$ cat src/rtl/parity_xcvr_pkg.sv
package parity_xcvr_pkg;

   typedef enum logic [1:0] {
      XDIR_RX  = 2'b00,
      XDIR_TX  = 2'b01,
      XDIR_OFF = 2'b10
   } xdir_e;

   typedef enum int {
      PTREE_FLAT  = 0,
      PTREE_CHAIN = 1
   } ptree_e;

   function automatic xdir_e decode_dir(input logic tx, input logic hiz);
      if (hiz) return XDIR_OFF;
      return tx ? XDIR_TX : XDIR_RX;
   endfunction

endpackage

$ cat src/rtl/parity_reduce.sv
module parity_reduce #(
   parameter int DW    = 8,
   parameter int STYLE = 0
) (
   input  logic [DW-1:0] data,
   output logic          odd_ones
);
   import parity_xcvr_pkg::*;

   if (DW < 1) begin : g_bad_dw
      $error("parity_reduce: DW must be at least 1");
   end
   if (STYLE != PTREE_FLAT && STYLE != PTREE_CHAIN) begin : g_bad_style
      $error("parity_reduce: unknown STYLE");
   end

   if (STYLE == PTREE_CHAIN) begin : g_chain
      logic [DW-1:0] link;
      assign link[0] = data[0];
      for (genvar i = 1; i < DW; i++) begin : g_step
         assign link[i] = link[i-1] ^ data[i];
      end
      assign odd_ones = link[DW-1];
   end else begin : g_flat
      assign odd_ones = ^data;
   end
endmodule

$ cat src/rtl/parity_xcvr_lane.sv
module parity_xcvr_lane #(
   parameter int DW    = 8,
   parameter int STYLE = 0
) (
   input  logic          tx,
   input  logic          hiz,
   input  logic          odd,
   input  logic [DW-1:0] a_i,
   output logic [DW-1:0] a_o,
   output logic          a_e,
   input  logic [DW-1:0] b_i,
   output logic [DW-1:0] b_o,
   output logic          b_e,
   input  logic          p_i,
   output logic          p_o,
   output logic          p_e,
   output logic          e_n
);
   import parity_xcvr_pkg::*;

   xdir_e         mode;
   logic          a_odd;
   logic          b_odd;
   logic [DW-1:0] src;
   logic          src_odd;

   assign mode = decode_dir(tx, hiz);
   assign src  = (mode == XDIR_TX) ? a_i : b_i;

   parity_reduce #(.DW(DW), .STYLE(STYLE)) u_par (
      .data     (src),
      .odd_ones (src_odd)
   );

   assign a_odd = src_odd;
   assign b_odd = src_odd;

   always_comb begin
      a_o = '0;
      b_o = '0;
      a_e = 1'b0;
      b_e = 1'b0;
      p_o = 1'b0;
      p_e = 1'b0;
      e_n = 1'b1;
      unique case (mode)
         XDIR_TX: begin
            b_o = a_i;
            b_e = 1'b1;
            p_o = a_odd ^ odd;
            p_e = 1'b1;
         end
         XDIR_RX: begin
            a_o = b_i;
            a_e = 1'b1;
            e_n = ~(b_odd ^ p_i ^ odd);
         end
         default: begin
         end
      endcase
   end
endmodule

$ cat src/rtl/parity_xcvr.sv
module parity_xcvr #(
   parameter int NSECT = 2,
   parameter int DW    = 8,
   parameter int STYLE = 0
) (
   input  logic [NSECT-1:0]    dir_tx,
   input  logic [NSECT-1:0]    hiz_req,
   input  logic [NSECT-1:0]    odd_sel,
   input  logic [NSECT*DW-1:0] a_in,
   output logic [NSECT*DW-1:0] a_out,
   output logic [NSECT-1:0]    a_drv,
   input  logic [NSECT*DW-1:0] b_in,
   output logic [NSECT*DW-1:0] b_out,
   output logic [NSECT-1:0]    b_drv,
   input  logic [NSECT-1:0]    par_in,
   output logic [NSECT-1:0]    par_out,
   output logic [NSECT-1:0]    par_drv,
   output logic [NSECT-1:0]    err_n
);
   localparam int BUSW = NSECT * DW;

   if (NSECT < 1) begin : g_bad_n
      $error("parity_xcvr: NSECT must be at least 1");
   end
   if (DW < 1 || BUSW > 4096) begin : g_bad_w
      $error("parity_xcvr: DW out of range");
   end

   for (genvar s = 0; s < NSECT; s++) begin : g_sect
      parity_xcvr_lane #(.DW(DW), .STYLE(STYLE)) u_lane (
         .tx  (dir_tx[s]),
         .hiz (hiz_req[s]),
         .odd (odd_sel[s]),
         .a_i (a_in[s*DW +: DW]),
         .a_o (a_out[s*DW +: DW]),
         .a_e (a_drv[s]),
         .b_i (b_in[s*DW +: DW]),
         .b_o (b_out[s*DW +: DW]),
         .b_e (b_drv[s]),
         .p_i (par_in[s]),
         .p_o (par_out[s]),
         .p_e (par_drv[s]),
         .e_n (err_n[s])
      );
   end
endmodule

$ cat config.mk
export PLATFORM = sky130hd
export DESIGN_NAME = parity_xcvr
export DESIGN_NICKNAME = d
export VERILOG_FILES = /design/src/rtl/parity_xcvr_pkg.sv /design/src/rtl/parity_reduce.sv /design/src/rtl/parity_xcvr_lane.sv /design/src/rtl/parity_xcvr.sv
export SDC_FILE = /design/constraint.sdc
export NUM_CORES = 1
export LEC_CHECK = 0
export BUFFER_PORTS_ARGS = -buffer_cell sky130_fd_sc_hd__buf_2
export CAP_MARGIN = 20
export CORE_UTILIZATION = 31
export DETAILED_ROUTE_END_ITERATION = 10
export GPL_ROUTABILITY_DRIVEN = 0
export MAX_ROUTING_LAYER = met4
export PLACE_DENSITY_LB_ADDON = 0.3
export SLEW_MARGIN = 20
export SYNTH_ARGS = -nofsm -noshare
export SYNTH_HDL_FRONTEND = slang
export SYNTH_SLANG_ARGS = --single-unit
$ cat constraint.sdc
create_clock -name vclk -period 0.9
set_input_delay 0.045 -clock vclk [all_inputs]
set_output_delay 0.045 -clock vclk [all_outputs]
set_load 0.05 [all_outputs]
==> impl_metrics.env <==
export IMPL_pre_cts_slack_ps=-369
export IMPL_met3_usage=0.00377
export IMPL_timing_final_crit_period_ps=1170
export IMPL_cts_setup_buffers=0
export IMPL_maximum_number_of_pins_on_one_net_before_global_route_repair=12
export IMPL_setup_worst_path_end_class="primary output"
export IMPL_grt_busiest_layer="met2"
export IMPL_starting_density_of_the_core=0.328
export IMPL_worstSetupPathType="in -> out"
export IMPL_slew_viol_final=0
export IMPL_crit_path_cell_trace="buf_2, xor2_1, xnor3_1, xnor2_1, and2_1, buf_6"
export IMPL_timing_worst_slew_pin_value_ps=254
export IMPL_synth_warning_count=0
export IMPL_die_height_um=47.5
export IMPL_final_hold_viol_count=0
export IMPL_firstDrtPassIters=2
export IMPL_timing_critical_path_depth=6
export IMPL_overflow=0
export IMPL_met1_usage=0.138
export IMPL_groute_layer_met2_usage=0.255
export IMPL_fmax_ghz=0.852
export IMPL_setup_ws_ps=-274
export IMPL_final_common_cell="sky130_fd_sc_hd__buf_2"
export IMPL_top_library_cells_by_usage_in_the_layout_fill_and_taps_aside="56 x sky130_fd_sc_hd__buf_2, 32 x sky130_fd_sc_hd__and2_1, 13 x sky130_fd_sc_hd__xnor2_1, 13 x sky130_fd_sc_hd__buf_6, 11 x sky130_fd_sc_hd__clkbuf_4"
export IMPL_violations_in_the_final_reports="negative setup slack"
export IMPL_synth_seq_area_share=0
export IMPL_power_static_leakage_nw=0.693
export IMPL_post_cts_hold_buffer_count=0
export IMPL_ant_nets=0
export IMPL_post_synth_cell_types=10
export IMPL_slew_headroom=0.832
export IMPL_outcome="finished with violations"
export IMPL_rows=16
export IMPL_synthesis_instances=82
export IMPL_drt_first_iter_violations=1
export IMPL_layout_nets=198
export IMPL_die_area_um2=2260
export IMPL_worst_ir_drop_vdd_mv=0.471
export IMPL_synth_area_um2=643
export IMPL_cpLargestDelayFamily="XOR/XNOR gates"
export IMPL_avgSynthCellArea_um2=7.84
export IMPL_hold_path_class="in -> out"
export IMPL_synth_top_area_share=0.311
export IMPL_rsz_0062_raised_after_global_routing="true"
export IMPL_detail_route_vias_per_cell=4.04
export IMPL_pwr_density_cell_nw_per_um2=864
export IMPL_seq_cell_count=0
export IMPL_grt_pass1_vias=560
export IMPL_crit_fanout=2
export IMPL_num_clock_buffers=0
export IMPL_fp_dieW_um=47.5
export IMPL_antenna_diode_count=0
export IMPL_areaGrowthSynthToFinish_pct=87.9
export IMPL_nets_in_the_synthesized_netlist=122
export IMPL_fillCellCount=192
export IMPL_seq_area_um2=0
export IMPL_antenna_found_initial=0
export IMPL_track_usage=0.124
export IMPL_crit_required_ps=850
export IMPL_hold_path_depth=3
export IMPL_final_min_period_over_clock_period=1.30
export IMPL_crit_slowest_cell="sky130_fd_sc_hd__xnor3_1"
export IMPL_yosys_area_top_type="sky130_fd_sc_hd__and2_1"
export IMPL_crit_path_start_kind="input port"
export IMPL_grt_first_pass_wirelength_um=2060
export IMPL_drt_drc_violations_left=0
export IMPL_max_cap_violations=0
export IMPL_dr_total_vias=740
export IMPL_dp_hpwl_um=1310
export IMPL_core_region_area_um2=1960
export IMPL_worstPathArrival_ps=1130
export IMPL_synth_top_cells_by_area="sky130_fd_sc_hd__and2_1 31%, sky130_fd_sc_hd__xnor2_1 27%, sky130_fd_sc_hd__xnor3_1 14%, sky130_fd_sc_hd__buf_4 12%, sky130_fd_sc_hd__xor2_1 8.2%"
export IMPL_worst_path_largest_cell_delay_ps=420
export IMPL_postLayoutCoreUtil=0.616
export IMPL_final_hold_worst_slack_ps=492
export IMPL_buffer_ports_inserted=82
export IMPL_post_route_cells_drive_above_1_share=0.609
export IMPL_crit_buf_inv=2
export IMPL_setup_viol_count_final=4
export IMPL_routed_wire_length_per_instance_um=8.73
export IMPL_detail_route_wirelength_um=1600
export IMPL_design_portCount=82
kinds of logic after synthesis:
logic type	after synthesis	synth area share
buf+inv	12	0.128
xor+xnor	30	0.494
simple gates	40	0.377
per-stage QoR:
step | setup TNS (ps) | instance area (um2) | instances | power, mW
after detailed placement | -1370 | 1060 | 183 | 0.957
after floorplan | -438 | 688 | 82 | 0.796
after CTS | -1030 | 1140 | 183 | 1.02
after global placement | -1350 | 1060 | 183 | 0.947
after global routing | -1290 | 1210 | 183 | 1.12
final | -982 | 1210 | 183 | 1.04
routing by layer:
metal | wire length, um | part of all wire | vias to the layer above
met2 | 846 | 0.53 | 50
met3 | 178 | 0.11 | 0
li1 | - | - | 387
met1 | 572 | 0.36 | 303
met4 | 0 | 0 | 0
met5 | 0 | 0 | -
worst paths after layout:
path	end	slack (ps)	startpoint
setup / recovery	par_out[1]	-270	a_in[8]
hold / removal	b_out[1]	490	a_in[1]
cells in the mapped netlist, drive strengths merged:
cell type	instances
and2	34
buf	10
clkbuf	2
nand2	2
nor2	2
nor2b	2
xnor2	20
xnor3	4
xor2	6
worst min-delay path: stages:
cell	delay, ps
sky130_fd_sc_hd__buf_6	80
sky130_fd_sc_hd__and2_1	100
sky130_fd_sc_hd__clkbuf_4	220
power by group:
group	switching (mW)	internal (mW)	leakage, nW
clock network	0	0	0
registers	0	0	0
logic	0.574	0.471	0.693
final cells by class:
class,count,area (um2),area share
Tap cell,27,33.8,0.0280
Multi-Input combinational cell,70,613,0.507
Timing Repair Buffer,86,562,0.465
repair_timing:
action                     CTS  global route
setup endpoints to repair    4            15
gates resized for setup     16            19
pin swaps                    6             6
gates cloned                 0             0
No activity file was read; power rests on OpenSTA's default activity.
